===== src/rtl/fcd_pkg.sv =====
package fcd_pkg;
   localparam int MATCH_W = 12;

   localparam logic [7:0] CODE_KEY1   = 8'hAA;
   localparam logic [7:0] CODE_KEY2   = 8'h55;
   localparam logic [7:0] CODE_PROG   = 8'hA0;
   localparam logic [7:0] CODE_ERSET  = 8'h80;
   localparam logic [7:0] CODE_BLOCK  = 8'h30;
   localparam logic [7:0] CODE_CHIP   = 8'h10;
   localparam logic [7:0] CODE_BYPIN  = 8'h20;
   localparam logic [7:0] CODE_BYPX1  = 8'h90;
   localparam logic [7:0] CODE_BYPX2  = 8'h00;

   localparam logic [MATCH_W-1:0] W16_FIRST  = 12'h555;
   localparam logic [MATCH_W-1:0] W16_SECOND = 12'h2AA;
   localparam logic [MATCH_W-1:0] B8_FIRST   = 12'hAAA;
   localparam logic [MATCH_W-1:0] B8_SECOND  = 12'h555;

   typedef enum logic [3:0] {
      ST_READ,
      ST_KEY1,
      ST_KEY2,
      ST_PGM,
      ST_ESET,
      ST_EKEY1,
      ST_EKEY2,
      ST_ECMD,
      ST_GATHER,
      ST_BYPX
   } fcd_state_e;
endpackage


===== src/rtl/fcd_unlock_match.sv =====
module fcd_unlock_match
   import fcd_pkg::*;
(
   input  logic               x8_mode,
   input  logic [MATCH_W-1:0] addr_lo,
   output logic               at_first,
   output logic               at_second
);
   logic [MATCH_W-1:0] first_a, second_a;

   always_comb begin
      first_a   = x8_mode ? B8_FIRST  : W16_FIRST;
      second_a  = x8_mode ? B8_SECOND : W16_SECOND;
      at_first  = (addr_lo == first_a);
      at_second = (addr_lo == second_a);
   end
endmodule


===== src/rtl/fcd_erase_window.sv =====
module fcd_erase_window #(
   parameter int BLK_W   = 4,
   parameter int TIMEOUT = 32
) (
   input  logic                  clk,
   input  logic                  rst_n,
   input  logic                  first_blk,
   input  logic                  add_blk,
   input  logic                  drop,
   input  logic                  run,
   input  logic [BLK_W-1:0]      idx,
   output logic                  last,
   output logic [(1<<BLK_W)-1:0] bitmap
);
   localparam int NBLK = 1 << BLK_W;

   logic [NBLK-1:0] sel_bit;
   assign sel_bit = NBLK'(1) << idx;

   always_ff @(posedge clk) begin
      if (!rst_n)         bitmap <= '0;
      else if (first_blk) bitmap <= sel_bit;
      else if (add_blk)   bitmap <= bitmap | sel_bit;
      else if (drop)      bitmap <= '0;
   end

   generate
      if (TIMEOUT == 1) begin : g_no_count
         assign last = 1'b1;
      end else begin : g_count
         localparam int CNT_W = $clog2(TIMEOUT + 1);
         logic [CNT_W-1:0] cnt;

         always_ff @(posedge clk) begin
            if (!rst_n)                      cnt <= '0;
            else if (first_blk || add_blk)   cnt <= CNT_W'(TIMEOUT);
            else if (drop)                   cnt <= '0;
            else if (run && cnt != '0)       cnt <= cnt - 1'b1;
         end

         assign last = (cnt == CNT_W'(1));

         AST_WIN_RANGE: assert property (@(posedge clk) disable iff (!rst_n)
            cnt <= CNT_W'(TIMEOUT));
         AST_WIN_RELOAD: assert property (@(posedge clk) disable iff (!rst_n)
            (first_blk || add_blk) |=> (cnt == CNT_W'(TIMEOUT)));
      end
   endgenerate

   AST_BITMAP_GROW: assert property (@(posedge clk) disable iff (!rst_n)
      add_blk |=> ((bitmap & $past(bitmap)) == $past(bitmap)));
endmodule


===== src/rtl/flash_cmd_decoder.sv =====
module flash_cmd_decoder
   import fcd_pkg::*;
#(
   parameter int ADDR_W    = 16,
   parameter int DATA_W    = 16,
   parameter int BLK_SHIFT = 12,
   parameter int TIMEOUT   = 32
) (
   input  logic                                clk,
   input  logic                                rst_n,
   input  logic                                x8_mode,
   input  logic                                wr_en,
   input  logic [ADDR_W-1:0]                   wr_addr,
   input  logic [DATA_W-1:0]                   wr_data,
   output logic                                prog_start,
   output logic [ADDR_W-1:0]                   prog_addr,
   output logic [DATA_W-1:0]                   prog_data,
   output logic                                erase_start,
   output logic                                chip_start,
   output logic [(1<<(ADDR_W-BLK_SHIFT))-1:0]  erase_blocks,
   output logic                                bypass_on
);
   localparam int BLK_W = ADDR_W - BLK_SHIFT;

   generate
      if (ADDR_W < MATCH_W) begin : g_bad_addr
         $error("ADDR_W must cover the unlock address bits");
      end
      if (DATA_W < 8) begin : g_bad_data
         $error("DATA_W must hold a command code");
      end
      if (BLK_SHIFT < 1 || BLK_W < 1 || BLK_W > 10) begin : g_bad_blk
         $error("BLK_SHIFT leaves an unusable block count");
      end
      if (TIMEOUT < 1) begin : g_bad_tmo
         $error("TIMEOUT must be at least one cycle");
      end
   endgenerate

   fcd_state_e state;
   logic       at_first, at_second, win_last;
   logic       blk_first, blk_add, blk_drop, win_run;
   logic [7:0] code;

   assign code = wr_data[7:0];

   fcd_unlock_match u_match (
      .x8_mode   (x8_mode),
      .addr_lo   (wr_addr[MATCH_W-1:0]),
      .at_first  (at_first),
      .at_second (at_second)
   );

   always_comb begin
      blk_first = (state == ST_ECMD)   &&  wr_en && (code == CODE_BLOCK);
      blk_add   = (state == ST_GATHER) &&  wr_en && (code == CODE_BLOCK);
      blk_drop  = (state == ST_GATHER) &&  wr_en && (code != CODE_BLOCK);
      win_run   = (state == ST_GATHER) && !wr_en;
   end

   fcd_erase_window #(.BLK_W(BLK_W), .TIMEOUT(TIMEOUT)) u_window (
      .clk       (clk),
      .rst_n     (rst_n),
      .first_blk (blk_first),
      .add_blk   (blk_add),
      .drop      (blk_drop),
      .run       (win_run),
      .idx       (wr_addr[ADDR_W-1:BLK_SHIFT]),
      .last      (win_last),
      .bitmap    (erase_blocks)
   );

   always_ff @(posedge clk) begin
      if (!rst_n) begin
         state       <= ST_READ;
         bypass_on   <= 1'b0;
         prog_start  <= 1'b0;
         erase_start <= 1'b0;
         chip_start  <= 1'b0;
         prog_addr   <= '0;
         prog_data   <= '0;
      end else begin
         prog_start  <= 1'b0;
         erase_start <= 1'b0;
         chip_start  <= 1'b0;
         unique case (state)
            ST_READ: if (wr_en) begin
               if (bypass_on) begin
                  if (code == CODE_PROG)       state <= ST_PGM;
                  else if (code == CODE_ERSET) state <= ST_ECMD;
                  else if (code == CODE_BYPX1) state <= ST_BYPX;
               end else if (at_first && code == CODE_KEY1) begin
                  state <= ST_KEY1;
               end
            end
            ST_KEY1: if (wr_en)
               state <= (at_second && code == CODE_KEY2) ? ST_KEY2 : ST_READ;
            ST_KEY2: if (wr_en) begin
               state <= ST_READ;
               if (at_first) begin
                  if (code == CODE_PROG)       state <= ST_PGM;
                  else if (code == CODE_ERSET) state <= ST_ESET;
                  else if (code == CODE_BYPIN) bypass_on <= 1'b1;
               end
            end
            ST_PGM: if (wr_en) begin
               prog_start <= 1'b1;
               prog_addr  <= wr_addr;
               prog_data  <= wr_data;
               state      <= ST_READ;
            end
            ST_ESET: if (wr_en)
               state <= (at_first && code == CODE_KEY1) ? ST_EKEY1 : ST_READ;
            ST_EKEY1: if (wr_en)
               state <= (at_second && code == CODE_KEY2) ? ST_ECMD : ST_READ;
            ST_ECMD: if (wr_en) begin
               state <= ST_READ;
               if (code == CODE_BLOCK) state <= ST_GATHER;
               else if (code == CODE_CHIP && (bypass_on || at_first)) chip_start <= 1'b1;
            end
            ST_GATHER: begin
               if (wr_en) begin
                  if (code != CODE_BLOCK) state <= ST_READ;
               end else if (win_last) begin
                  erase_start <= 1'b1;
                  state       <= ST_READ;
               end
            end
            ST_BYPX: if (wr_en) begin
               if (code == CODE_BYPX2) bypass_on <= 1'b0;
               state <= ST_READ;
            end
            default: state <= ST_READ;
         endcase
      end
   end

   AST_ONE_STROBE: assert property (@(posedge clk) disable iff (!rst_n)
      $onehot0({prog_start, erase_start, chip_start}));
   AST_PROG_ON_WRITE: assert property (@(posedge clk) disable iff (!rst_n)
      (prog_start && $past(rst_n)) |-> ($past(wr_en) && prog_addr == $past(wr_addr)));
   AST_CHIP_CODE: assert property (@(posedge clk) disable iff (!rst_n)
      (chip_start && $past(rst_n)) |-> ($past(wr_en) && $past(wr_data[7:0]) == 8'h10));
   AST_ERASE_QUIET: assert property (@(posedge clk) disable iff (!rst_n)
      (erase_start && $past(rst_n)) |-> !$past(wr_en));
   AST_ERASE_NONEMPTY: assert property (@(posedge clk) disable iff (!rst_n)
      erase_start |-> (erase_blocks != '0));
   AST_BYP_EXIT: assert property (@(posedge clk) disable iff (!rst_n)
      ($fell(bypass_on) && $past(rst_n)) |-> ($past(wr_en) && $past(wr_data[7:0]) == 8'h00));
   AST_BYP_ENTRY: assert property (@(posedge clk) disable iff (!rst_n)
      ($rose(bypass_on) && $past(rst_n)) |-> ($past(wr_en) && $past(wr_data[7:0]) == 8'h20));
endmodule


===== config.mk =====
export PLATFORM = sky130hd
export DESIGN_NAME = flash_cmd_decoder
export DESIGN_NICKNAME = d
export VERILOG_FILES = /design/src/rtl/fcd_pkg.sv /design/src/rtl/fcd_unlock_match.sv /design/src/rtl/fcd_erase_window.sv /design/src/rtl/flash_cmd_decoder.sv
export SDC_FILE = /design/constraint.sdc
export NUM_CORES = 1
export LEC_CHECK = 0
export ABC_AREA = 1
export BUFFER_PORTS_ARGS = -buffer_cell sky130_fd_sc_hd__buf_2
export CAP_MARGIN = 0
export CORE_AREA = 3 3 108 110
export CTS_CLUSTER_DIAMETER = 200
export CTS_CLUSTER_SIZE = 14
export DETAILED_ROUTE_END_ITERATION = 16
export DIE_AREA = 0 0 111 113
export SETUP_SLACK_MARGIN = 0.3
export SYNTH_ARGS = -nofsm -noshare
export SYNTH_HDL_FRONTEND = slang
export SYNTH_SLANG_ARGS = --single-unit
export TNS_END_PERCENT = 10

===== constraint.sdc =====
create_clock -name clk -period 1.6 [get_ports clk]
set_input_delay 0.08 -clock clk [delete_from_list [all_inputs] [get_ports clk]]
set_output_delay 0.08 -clock clk [all_outputs]
set_load 0.01 [all_outputs]

Yosys cells after proc, flatten, opt, wreduce, memory -nomap -nowiden
Cells that the tools add are included.
Storage, ports and cells
  logic and storage cells: 123
  output and inout bits: 52
  flip-flop bits (word level): 62
  input port bits: 36
Operators by class
  equal/unequal tests: 37
  add/subtract/negate cells: 1
  multiplexer cells: 42
  bitwise operators: 5
  shift-type cells: 1
  reductions and logical operators: 27
Operators with widths (count)
  4-bit 2-to-1 mux: 16
  16-bit 2-to-1 mux: 3
  8-bit equality test, second input constant: 4
  4-bit case mux with 8 select lines: 1
  12-bit equality test: 2
  2-bit != test, second input constant: 12
  6-bit 2-to-1 mux: 3
  8-bit by 6-bit equality test with 1-bit output, second input constant: 2
  16-bit OR: 1
  1-bit by 4-bit << shifter with 16-bit output, first input constant: 1
  3-bit 2-to-1 mux: 5
  4-bit by 3-bit equality test with 1-bit output, second input constant: 3
  12-bit 2-to-1 mux: 1
  11-bit 2-to-1 mux: 1
  11-bit AND reduction: 1
  1-bit logical AND: 10
  1-bit 2-to-1 mux: 10
  4-bit by 2-bit equality test with 1-bit output, second input constant: 2
  4-bit equality test, second input constant: 2
  8-bit by 5-bit equality test with 1-bit output, second input constant: 1
  8-bit by 7-bit equality test with 1-bit output, second input constant: 1
  8-bit zero test: 1
  8-bit by 6-bit != test with 1-bit output, second input constant: 1
  8-bit AND reduction: 1
  20 further kinds: 28

Longest topological paths before layout
Gate-level depths: netlist (run 1).
  depth in word-level cells: 7
  mapped depth: 13
  gate-level depth less buffers: 13

Hierarchy
Synthesis (run 1) repeated with hierarchy kept, for this count alone.
Unflattened totals
  cell total of the unflattened synthesis: 479
  area, all modules: 3169.3 um^2
By module, submodules not included
  flash_cmd_decoder: cells an instance 276, seq. area each 800.8 um^2, area an instance 1844.3 um^2, instances 1
  fcd_erase_window: cells an instance 145, seq. area each 440.4 um^2, area an instance 1076.0 um^2, instances 1
  fcd_unlock_match: cells an instance 58, seq. area each 0.0 um^2, area an instance 249.0 um^2, instances 1

Worst setup path before layout (run 1)
OpenSTA, ideal clock, no wires.
  path kind: register -> register
  start: reg state[2]
  end: reg u_window.bitmap[10]
  setup time: 0.117 ns
  required time: 1.483 ns
  arrival: 1.341 ns
  setup slack: 0.142 ns
  cell stages (with the launch flop): 11
  path buffers: 1
  period minus slack after synthesis: 1.458 ns
  cell sequence: dfxtp_1 inv_2 nor2_2 inv_2 nor3_4 nand4_4 nand3_2 inv_2 buf_6 nand2_1 o21ai_2
Between the ends
  cells in the longest elaborated chain, start to end: 5
  elaborated cells between the ends (all ways): 10
  those cells by class: eq/ne: 2; mux: 2; reduce/logical: 6
Ends and longest elaborated chain
  from (decl): line flash_cmd_decoder.sv:40  | fcd_state_e state;
  from (signal assigned): line flash_cmd_decoder.sv:97  | state <= (at_second && code == CODE_KEY2) ? ST_KEY2 : ST_READ;
  from (signal assigned): line flash_cmd_decoder.sv:113  | state <= (at_first && code == CODE_KEY1) ? ST_EKEY1 : ST_READ;
  from (signal assigned): line flash_cmd_decoder.sv:115  | state <= (at_second && code == CODE_KEY2) ? ST_ECMD : ST_READ;
  4-bit equality test: line flash_cmd_decoder.sv:56, flash_cmd_decoder.sv:57
  1-bit logical AND: line flash_cmd_decoder.sv:56, flash_cmd_decoder.sv:57
  1-bit logical AND: line flash_cmd_decoder.sv:56  | blk_add = (state == ST_GATHER) && wr_en && (code == CODE_BLOCK);
  16-bit 2-to-1 mux: line fcd_erase_window.sv:23  | else if (add_blk) bitmap <= bitmap | sel_bit;
  16-bit 2-to-1 mux: line fcd_erase_window.sv:22  | else if (first_blk) bitmap <= sel_bit;
  to (signal assigned): line fcd_erase_window.sv:22
  to (signal assigned): line fcd_erase_window.sv:23
  to (decl): line fcd_erase_window.sv:13  | output logic [(1<<BLK_W)-1:0] bitmap
Several ways; a longest one is shown, not always the timed one.
A chain may end at the register's enable or synchronous reset.

Worst setup path in the final report (run 1)
  start: reg state[2]
  end: reg u_window.g_count.cnt[5]
Between the ends
  cells in the longest elaborated chain, start to end: 5
  elaborated cells between the ends (all ways): 13
  those cells by class: eq/ne: 2; mux: 2; reduce/logical: 9
Ends and longest elaborated chain
  4-bit equality test or 4-bit by 3-bit equality test with 1-bit output (tied branches)
  1-bit logical AND (on tied branches): line flash_cmd_decoder.sv:56, flash_cmd_decoder.sv:57, flash_cmd_decoder.sv:55
  1-bit logical AND (on tied branches): line flash_cmd_decoder.sv:57, flash_cmd_decoder.sv:55, flash_cmd_decoder.sv:56
  6-bit 2-to-1 mux or 1-bit logical OR (tied branches): line fcd_erase_window.sv:37, fcd_erase_window.sv:36
  6-bit 2-to-1 mux or 3-bit nonzero test (tied branches)
  to (signal assigned): line fcd_erase_window.sv:36  | else if (first_blk || add_blk) cnt <= CNT_W'(TIMEOUT);
  to (signal assigned): line fcd_erase_window.sv:38  | else if (run && cnt != '0) cnt <= cnt - 1'b1;
  to (decl): line fcd_erase_window.sv:32  | logic [CNT_W-1:0] cnt;
Several ways; a longest one is shown, not always the timed one.

==> results of run 1 <==
==> worst max path at each step <==
| stage | from | endpoint | slack, ns | cells after the start |
|---|---|---|---|---|
| 2_1_floorplan | state[2] | u_window.bitmap[10] | 0.19 | 8 |
| 3_3_place_gp | state[3] | u_window.bitmap[4] | 0.09 | 8 |
| 3_5_place_dp | wr_data[1] | u_window.bitmap[4] | 0.01 | 8 |
| 4_1_cts | state[3] | u_window.bitmap[4] | 0.10 | 8 |
| 5_1_grt | state[2] | u_window.bitmap[14] | -0.02 | 8 |
| 6_report | state[2] | u_window.g_count.cnt[5] | 0.07 | 9 |
==> final cells by class <==
class                      count  area [sq um]
sequential                    62          1250
clock inverter                 4          45.0
multi-input combinational    313          1710
timing repair buffer          94           517
clock buffer                  12           155
inverter                      74           290
fill                        1132          6650
tap                          140           175
==> Yosys cell counts (all sizes together), types with 2 or more instances <==
cell    count  area share [%]
inv        74             8.7
nand2      74             9.0
nor2       65             8.0
dfxtp      62              39
o21ai      56              10
a21oi      54             8.4
nand3      31             5.3
clkbuf     11             1.3
buf         7             1.9
nand4       6             1.6
nor3        5             1.5
nor4        5             1.2
ha          3             1.2
xor2        3            0.82
nand3b      2            0.47
o31ai       2            0.47
==> critical path, stage by stage (launching register included) <==
cell      delay, ns
dfxtp_2        0.36
inv_2          0.05
nor2_2         0.09
inv_2          0.07
nor3_4         0.19
nand4_4        0.18
nand3_4        0.18
clkinv_8       0.11
nand3_2        0.08
o311ai_2       0.08
==> power by group <==
part           leakage [nW]  switching, W  internal [W]
clock network         0.106      0.000606      0.000796
logic                  1.30      0.000576      0.000300
registers             0.502     0.0000732       0.00164
total                  1.91       0.00126       0.00273
==> repair_timing <==
action,4_1_cts,5_1_grt
hold buffers,3,0
resized for setup,5,54
setup endpoints to repair,27,59
hold endpoints to repair,3,0
pin swaps,1,9
cloned,0,1
==> logic make-up (layout without fill, tap and decap cells) <==
family / after synthesis / count (layout) / synth area share (%)
and+or+nand+nor: 189 / 190 / 27.2
AOI/OAI and AO/OA: 116 / 116 / 20.0
buffers and inverters: 92 / 184 / 11.8
DFF: 62 / 62 / 38.7
xor gates and xnor gates: 4 / 4 / 1.09
adders and majority gates: 3 / 3 / 1.17
==> layer usage <==
layer  up-vias  track usage, %  part of all wire [%]
met5         -               0                     0
met4         0            5.01                   1.1
met3         8            4.33                   4.5
met2        73            21.6                    49
met1      1443            16.8                    46
li1       1688               -                     -
==> sequential cells by signal (all words and copies together) (netlist names) <==
signal and count:
prog_data 16, prog_addr 16, prog_start 1, u_window.bitmap 16, bypass_on 1, u_window.g_count.cnt 6
erase_start 1, chip_start 1, state 4
==> through the flow <==
stage,area (sq um),TNS (ns)
detailed placement,3770,0
floorplan,3230,0
finish,4150,0
CTS,4020,0
global placement,3770,0
global route,4150,-0.0474
==> metrics.md, run 1 <==
| Metric | Value |
|---|---|
| Hold Violations, Final | `0` |
| DR pass1 iterations | `5` |
| First-pass GRT wire length | `13.8 mm` |
| Hold wc startpoint | `wr_data[11]` |
| Routability cong. | `0.830` |
| Worst setup margin | `0.0720 ns` |
| Clock buffer depth | `2` |
| Post-DP HPWL | `6.28 mm` |
| Status | `complete, no violations` |
| Post-Synthesis Cells | `466` |
| Slew Limit Fails | `0` |
| Depth of the worst register-to-register path | `9` |
| Dpl cells | `679` |
| Final Cycle Share | `95.5%` |
| Largest net degree at the start of global routing | `65` |
| Clk slew on worst S/H paths | `0.06 ns` |
| Initial Utilization | `29.7%` |
| Post-Layout Cell Count | `699` |
| WL/cell | `12.3 um` |
| Fin crit period | `1.53 ns` |
| Starting DRT DRC Count | `190` |
| Share of synthesized registers carrying an async set or reset | `0%` |
| Hold/Removal Path Class | `in -> reg` |
| Power density over cell area | `962 mW/mm^2` |
| DRC viols | `0` |
| DIE HEIGHT | `113 um` |
| Gr usage total | `13.4%` |
| Most frequent cells in the layout | `87 x buf_2, 66 x nand2_1, 64 x inv_1` |
| Clk sink count | `62` |
| Critical Path End Type | `flop` |
| Hold depth | `3` |
| Place WS | `0.0137 ns` |
| Worst r2r src | `state[2]` |
| Syn Std Cell Area | `0.00321 sq mm` |
| CTS tree | `built` |
| Post-Syn Area per Cell | `6.89 sq um` |
| Max FO, Critical Path | `17` |
| Ys flop type | `dfxtp_1` |
| Root buf cell | `clkbuf_8` |
| Post-synth EDFFs | `0` |
| Sequential share of the synthesized area | `38.7%` |
| # Post-CTS Setup Buffers | `0` |
| Leak | `1.91 nW` |
| Die width | `111 um` |
| Gr ovfl total | `0` |
| Req. time, crit path | `1.82 ns` |
| Vias in the first global route | `2936` |
| Final setup viols | `0` |
| IO Pins | `88` |
| Synth Warn # | `0` |
| Nets | `593` |
| Commonest non-fill, non-tap cell in the layout | `buf_2` |
| CP startpoint kind | `flop` |
| PortBufs | `87` |
| Area Overhead vs Synth | `29.2%` |
| RSZ-0062 raised after global routing | `true` |
| Synth unique cells | `33` |
| Antenna viol nets, final | `0` |
| Core ar. | `0.0108 sq mm` |
| Hold_ws | `0.0205 ns` |
| Final Util | `38.4%` |
| Die ar. | `0.0125 sq mm` |
| Clock skew | `0.00515 ns` |
| Fmax | `654 MHz` |
| Vias per Instance | `4.60` |
| Share of cells above drive strength 1 | `29.5%` |
| Mapped Nets | `505` |
| Worst-margin pin slew | `0.410 ns` |
| H-tree depth | `3` |
| Arr. time, crit path | `1.75 ns` |
| Via count | `3212` |
| Hold Path End | `prog_data[11]` |
| TritonCTS Buffers | `9` |
| Setup Crit Path Kind | `reg -> reg` |
| Slew margin rel. | `72.7%` |
| Initial antenna violation count | `0` |
| Total Wirelength | `8.61 mm` |
| # diodes | `0` |
| Max-cap violations | `0` |
| Skew-Pair Late Insertion Delay | `0.35 ns` |
| Peak supply drop | `0.350 mV` |
| Flop-to-flop setup slack | `0.07 ns` |
| Reg-to-Reg End | `u_window.g_count.cnt[5]` |
| FF+latch count, synth | `62` |
| Total Power | `0.00399 W` |
| Row count | `38` |
No activity file was read; power rests on OpenSTA's default activity.
==> run 2, diff against run 1 <==
--- a/config.mk
+++ b/config.mk
@@ -6,13 +6,13 @@
 export NUM_CORES = 1
 export LEC_CHECK = 0
 export ABC_AREA = 1
-export BUFFER_PORTS_ARGS = -buffer_cell sky130_fd_sc_hd__buf_2
 export CAP_MARGIN = 0
 export CORE_AREA = 3 3 108 110
 export CTS_CLUSTER_DIAMETER = 200
 export CTS_CLUSTER_SIZE = 14
 export DETAILED_ROUTE_END_ITERATION = 16
 export DIE_AREA = 0 0 111 113
+export DONT_BUFFER_PORTS = 1
 export SETUP_SLACK_MARGIN = 0.3
 export SYNTH_ARGS = -nofsm -noshare
 export SYNTH_HDL_FRONTEND = slang
==> metrics.md, run 2 (same netlist as run 1, synthesis figures left out) <==
| Metric | Value |
|---|---|
| Status | `finished with violations` |
| Failing checks | `negative hold slack` |
| Critical Path End Type | `flop` |
| Routability cong. | `0.842 (+1.4%)` |
| Final Cycle Share | `95.4% (-0.15 points)` |
| Switch share | `31.9% (+0.40 points)` |
| Combinational power share | `21.8% (about the same)` |
| First-pass GRT wire length | `13.6 mm (-1.9%)` |
| Critical path's largest stage delay | `0.36 ns (about the same)` |
| Clk slew on worst S/H paths | `0.06 ns (about the same)` |
| Depth of the worst register-to-register path | `12 (+3)` |
| Leak | `1.61 nW (-16%)` |
| Vias in the first global route | `2763 (-5.9%)` |
| Hold_ws | `-0.0456 ns (-0.0662 ns)` |
| Max FO, Critical Path | `8 (-9)` |
| Hold depth | `2 (-1)` |
| Setup Crit Path Kind | `reg -> reg` |
| Row count | `38 (unchanged)` |
| Nets | `541 (-8.8%)` |
| Largest regs | `prog_addr x16, prog_data x16, u_window.bitmap x16` |
| Final setup viols | `0 (unchanged)` |
| Worst-margin pin slew | `0.300 ns (-0.110 ns)` |
| Req. time, crit path | `1.83 ns (about the same)` |
| Largest net degree at the start of global routing | `57 (-12%)` |
| Slew margin rel. | `79.8% (+7.2 points)` |
| DIE HEIGHT | `113 um (unchanged)` |
| Root buf cell | `clkbuf_8` |
| Skew-Pair Late Insertion Delay | `0.34 ns (about the same)` |
| Reg power frac | `47.3% (+4.4 points)` |
| Clock Power Share | `30.9% (-4.3 points)` |
| Antenna viol nets, final | `0 (unchanged)` |
| Area Overhead vs Synth | `24.2%` |
| Fin crit period | `1.53 ns (-0.00234 ns)` |
| Psw | `0.00118 W (-5.6%)` |
| Peak supply drop | `0.448 mV (+28%)` |
| CTS tree | `built` |
| Gr usage total | `13.4% (-0.033 points)` |
| DR pass1 iterations | `4 (-1)` |
| RSZ-0062 raised after global routing | `true` |
| Hold/Removal Path Class | `in -> reg` |
| Final Util | `36.9% (-1.5 points)` |
| Share of cells above drive strength 1 | `15.4% (-14 points)` |
| Starting DRT DRC Count | `224 (+18%)` |
| TritonCTS Buffers | `9 (unchanged)` |
| Hold wc startpoint | `wr_data[9]` |
| Final Cell Area | `0.00399 sq mm (-3.9%)` |
| PortBufs | `0 (-100%)` |
| Commonest non-fill, non-tap cell in the layout | `nand2_1` |
| Hold Violations, Final | `2 (+2)` |
| Post-DP Area | `0.00333 sq mm (-12%)` |
| Via count | `3081 (-4.1%)` |
| Vias per Instance | `4.78 (+4.0%)` |
| Initial Utilization | `29.7% (unchanged)` |
| Total Wirelength | `9.03 mm (+4.9%)` |
| Arr. time, crit path | `1.75 ns (about the same)` |
| Flop-to-flop setup slack | `0.07 ns (about the same)` |
| Fmax | `655 MHz (+0.15%)` |
| Power density over cell area | `932 mW/mm^2 (-3.1%)` |
| IO Pins | `88 (unchanged)` |
| Initial antenna violation count | `0 (unchanged)` |
| CP startpoint kind | `flop` |
| Top cell by count, worst path | `nand2_2` |
| Crit path launch | `state[2]` |
| Die ar. | `0.0125 sq mm (unchanged)` |
| WL/cell | `14.0 um (+14%)` |
| DRC viols | `0 (unchanged)` |
| Gr ovfl total | `0 (unchanged)` |
| Clk sink count | `62 (unchanged)` |
| H-tree depth | `3 (unchanged)` |
| Clock buffer depth | `2 (unchanged)` |
| P_int | `0.00253 W (-7.4%)` |
| Most frequent cells in the layout | `65 x nand2_1, 64 x inv_1, 57 x dfxtp_1` |
| # diodes | `0 (unchanged)` |
| Post-DP HPWL | `6.07 mm (-3.4%)` |
| Max-cap violations | `0 (unchanged)` |
| Worst-path cell chain | `nor2_2, inv_1, nor2_2, inv_2, nand2_2, nand2_2, nand3_1, nor2_1, nand2_2, nand2_1, nand2_1, nor2_1` |
| Slew Limit Fails | `0 (unchanged)` |
| Worst r2r src | `state[2]` |
| Die width | `111 um (unchanged)` |
| Clock skew | `0.0122 ns (+0.00701 ns)` |
| Core ar. | `0.0108 sq mm (unchanged)` |
| Slowest CP cell | `dfxtp_4` |
==> run 2: cell types whose count changed in the layout (fill, tap and decap cells not counted), sizes merged <==
cell         change
clkbuf           -1
buf             -82
dlygate4sd3     +30
clkinv           -2
nand2            +1
inv              +1
bufinv           -1
==> run 2: layer usage <==
layer / vias to the layer above / routed length [um] / GRT usage, %
li1: 1583 / - / -
met4: 0 / 121 / 6.49
met5: - / 0 / 0
met3: 8 / 502 / 4.12
met1: 1406 / 3830 / 16.2
met2: 84 / 4570 / 21.8
==> run 2: layout make-up <==
type                       instances  area, sq um
inverter                          74          283
tap                              140          175
multi-input combinational        314         1700
fill                            1099         6810
timing repair buffer              41          423
sequential                        62         1250
clock inverter                     2         10.0
clock buffer                      12          145
==> run 2: path summary, 6_finish.rpt <==
kind,endpoint
max,state[3]
min,prog_data[9]
max reg2reg,state[3]
min reg2reg,u_window.g_count.cnt[0]
==> run 2: metrics by stage <==
stage	std cells	hold slack, ns	TNS, ns	setup slack (ns)	power [W]
final	645	-0.0456	0	0.0744	0.00372
after CTS	611	-0.160	0	0.0936	0.00355
after global routing	645	0.00598	-0.190	-0.0235	0.00394
after floorplan	466	0.158	0	0.194	0.00227
after global placement	591	0.181	0	0.104	0.00235
after detailed placement	591	0.177	0	0.0331	0.00236
==> run 2: power by group through the flow <==
| stage | sequential [W] | combinational (W) | clock [W] |
|---|---|---|---|
| after CTS | 0.00173 | 0.000631 | 0.00120 |
| after global placement | 0.00176 | 0.000595 | 0 |
| after global routing | 0.00177 | 0.000911 | 0.00126 |
| after detailed placement | 0.00176 | 0.000602 | 0 |
| final | 0.00176 | 0.000810 | 0.00115 |
| after floorplan | 0.00174 | 0.000528 | 0 |
==> run 2: critical path: cells and delay by family (launching register included) <==
family / cells / cell delay [ns]
simple gates: 10 / 0.90
buf+inv: 2 / 0.17
flops: 1 / 0.36
==> run 2: timing repair <==
item / CTS / global route
pin swaps: 1 / 9
hold endpoints to repair: 50 / 58
setup endpoints to repair: 33 / 59
gates cloned: 0 / 2
setup buffers: 0 / 4
gates resized for setup: 4 / 34
hold buffers: 6 / 28
==> run 3, diff against run 2 <==
--- a/config.mk
+++ b/config.mk
@@ -13,6 +13,8 @@
 export DETAILED_ROUTE_END_ITERATION = 16
 export DIE_AREA = 0 0 111 113
 export DONT_BUFFER_PORTS = 1
+export GPL_TIMING_DRIVEN = 0
+export RECOVER_POWER = 50
 export SETUP_SLACK_MARGIN = 0.3
 export SYNTH_ARGS = -nofsm -noshare
 export SYNTH_HDL_FRONTEND = slang
==> metrics.md, run 3 (same netlist as run 1, synthesis figures left out) <==
| Metric | Value |
|---|---|
| Status | `finished with violations` |
| Failing checks | `negative hold slack` |
| Gr usage total | `14.5% (+1.1 points)` |
| Req. time, crit path | `1.81 ns (-0.02 ns)` |
| Max-cap violations | `0 (unchanged)` |
| Critical Path End Type | `flop` |
| Commonest non-fill, non-tap cell in the layout | `nand2_1` |
| Arr. time, crit path | `1.70 ns (-0.05 ns)` |
| H-tree depth | `3 (unchanged)` |
| PortBufs | `0 (unchanged)` |
| Fmax | `674 MHz (+2.8%)` |
| Routability cong. | `0.839 (-0.37%)` |
| Antenna viol nets, final | `0 (unchanged)` |
| Clock skew | `0.0129 ns (+0.000714 ns)` |
| Slew margin rel. | `69.6% (-10 points)` |
| CP startpoint kind | `flop` |
| Starting DRT DRC Count | `231 (+3.1%)` |
| Die ar. | `0.0125 sq mm (unchanged)` |
| Post-Layout Cell Count | `659 (+2.2%)` |
| Die width | `111 um (unchanged)` |
| Initial Utilization | `29.7% (unchanged)` |
| Worst-path cell chain | `nor2_2, nand4_1, clkbuf_8, clkbuf_1, o21ai_0, a21oi_1` |
| Hold_ws | `-0.0486 ns (-0.00300 ns)` |
| Fillcell total | `1085 (-1.3%)` |
| Vias in the first global route | `2989 (+8.2%)` |
| Gr ovfl total | `0 (unchanged)` |
| Power density over cell area | `968 mW/mm^2 (+3.8%)` |
| Reg-to-Reg End | `prog_data[10]` |
| Worst-margin pin slew | `0.457 ns (+0.157 ns)` |
| Worst r2r src | `state[2]` |
| TritonCTS Buffers | `9 (unchanged)` |
| Final setup viols | `0 (unchanged)` |
| Fin crit period | `1.48 ns (-0.0422 ns)` |
| Core ar. | `0.0108 sq mm (unchanged)` |
| Clk slew on worst S/H paths | `0.07 ns (about the same)` |
| Max FO, Critical Path | `10 (+2)` |
| CTS tree | `built` |
| DIE HEIGHT | `113 um (unchanged)` |
| Flop-to-flop setup slack | `0.12 ns (+0.04 ns)` |
| Hold Path End | `prog_data[6]` |
| DR pass1 iterations | `4 (unchanged)` |
| Hold/Removal Path Class | `in -> reg` |
| IO Pins | `88 (unchanged)` |
| Hold depth | `2 (unchanged)` |
| Critical path's largest stage delay | `0.36 ns (about the same)` |
| Final Cycle Share | `92.7% (-2.6 points)` |
| Row count | `38 (unchanged)` |
| Slowest CP cell | `dfxtp_4` |
| Setup Crit Path Kind | `reg -> reg` |
| RSZ-0062 raised after global routing | `true` |
| First-pass GRT wire length | `14.8 mm (+8.8%)` |
| Vias per Instance | `4.81 (+0.61%)` |
| Slew Limit Fails | `0 (unchanged)` |
| Dpl cells | `606 (+2.5%)` |
| Initial antenna violation count | `0 (unchanged)` |
| Skew-Pair Late Insertion Delay | `0.34 ns (about the same)` |
| Clock buffer depth | `2 (unchanged)` |
| Most frequent cells in the layout | `67 x nand2_1, 66 x inv_1, 58 x dfxtp_1` |
| Root buf cell | `clkbuf_8` |
| Via count | `3167 (+2.8%)` |
| Clk sink count | `62 (unchanged)` |
| Hold wc startpoint | `wr_data[6]` |
| Largest net degree at the start of global routing | `11 (-81%)` |
| Area Overhead vs Synth | `26.6%` |
| Hold Violations, Final | `2 (unchanged)` |
| CTS Hold Bufs | `30 (+24)` |
| Leak | `1.64 nW (+1.8%)` |
| WL/cell | `13.8 um (-1.5%)` |
| Nets | `553 (+2.2%)` |
| Largest regs | `prog_addr x16, prog_data x16, u_window.bitmap x16` |
| Total Wirelength | `9.09 mm (+0.64%)` |
| Post-DP HPWL | `6.48 mm (+6.8%)` |
| Total Power | `0.00394 W (+5.9%)` |
| DRC viols | `0 (unchanged)` |
| # diodes | `0 (unchanged)` |
| Peak supply drop | `0.312 mV (-30%)` |
| Share of cells above drive strength 1 | `16.0% (+0.55 points)` |
| Depth of the worst register-to-register path | `6 (-6)` |
==> run 3: cell types whose count changed in the layout (fill, tap and decap cells not counted), moves of 3 or more <==
cell,before,now
clkbuf_1,2,9
a21oi_1,54,51
a21oi_2,0,3
nor2_2,10,7
dlygate4sd3_1,33,30
nand2_4,5,1
o21ai_0,38,35
nor2_1,53,56
buf_6,0,5
==> run 3: per-layer routing <==
metal	GRT usage (%)	vias up	routed length [um]
met2	24.6	99	4480
met4	5.09	0	112
li1	-	1603	-
met1	17.2	1457	3910
met5	0	-	0
met3	4.81	8	586
==> run 3: cell type report <==
type                       instances  area [sq um]  area share [%]
clock inverter                     3          42.5            1.05
inverter                          74           283            6.96
tap                              140           175            4.31
buffer                            18           129            3.17
sequential                        62          1250            30.8
multi-input combinational        312          1650            40.7
clock buffer                      13           159            3.91
timing repair buffer              37           373            9.17
==> run 3: what timing repair did <==
action                     CTS  global route
setup buffers                5             1
setup endpoints to repair   57            59
cloned                       1             0
hold endpoints to repair    40             2
pin swaps                    5             7
resized for setup           15            26
==> run 3: per-stage QoR <==
step / area (sq um) / util (%) / worst slack, ns / TNS (ns)
final: 4070 / 37.7 / 0.117 / 0
after global placement: 3400 / 31.5 / -0.0378 / -0.254
after CTS: 4010 / 37.1 / 0.0577 / 0
after global routing: 4070 / 37.7 / 0.0393 / 0
after floorplan: 3230 / - / 0.194 / 0
after detailed placement: 3400 / 31.5 / -0.0705 / -0.531
==> run 3: worst max path at each step <==
stage,start,end,slack (ns),cells after the start
6_report,state[2],prog_data[10],0.12,6
5_1_grt,state[3],state[2],0.04,11
4_1_cts,state[2],u_window.bitmap[6],0.06,10
3_5_place_dp,state[2],prog_addr[8],-0.07,5
3_3_place_gp,state[3],prog_addr[11],-0.04,5
2_1_floorplan,state[2],u_window.bitmap[10],0.19,8
==> run 3: where the power goes <==
part	internal, W	switching [W]
sequential	0.00164	0.000102
clock	0.000804	0.000612
combinational	0.000300	0.000480
total	0.00274	0.00119
==> run 3: worst max-delay path: cells and delay by family, from the launching register on <==
kind / cells / cell delay, ns
buffers and inverters: 2 / 0.41
AO/OA/AOI/OAI: 2 / 0.28
AND/OR/NAND/NOR: 2 / 0.30
flip-flops: 1 / 0.36
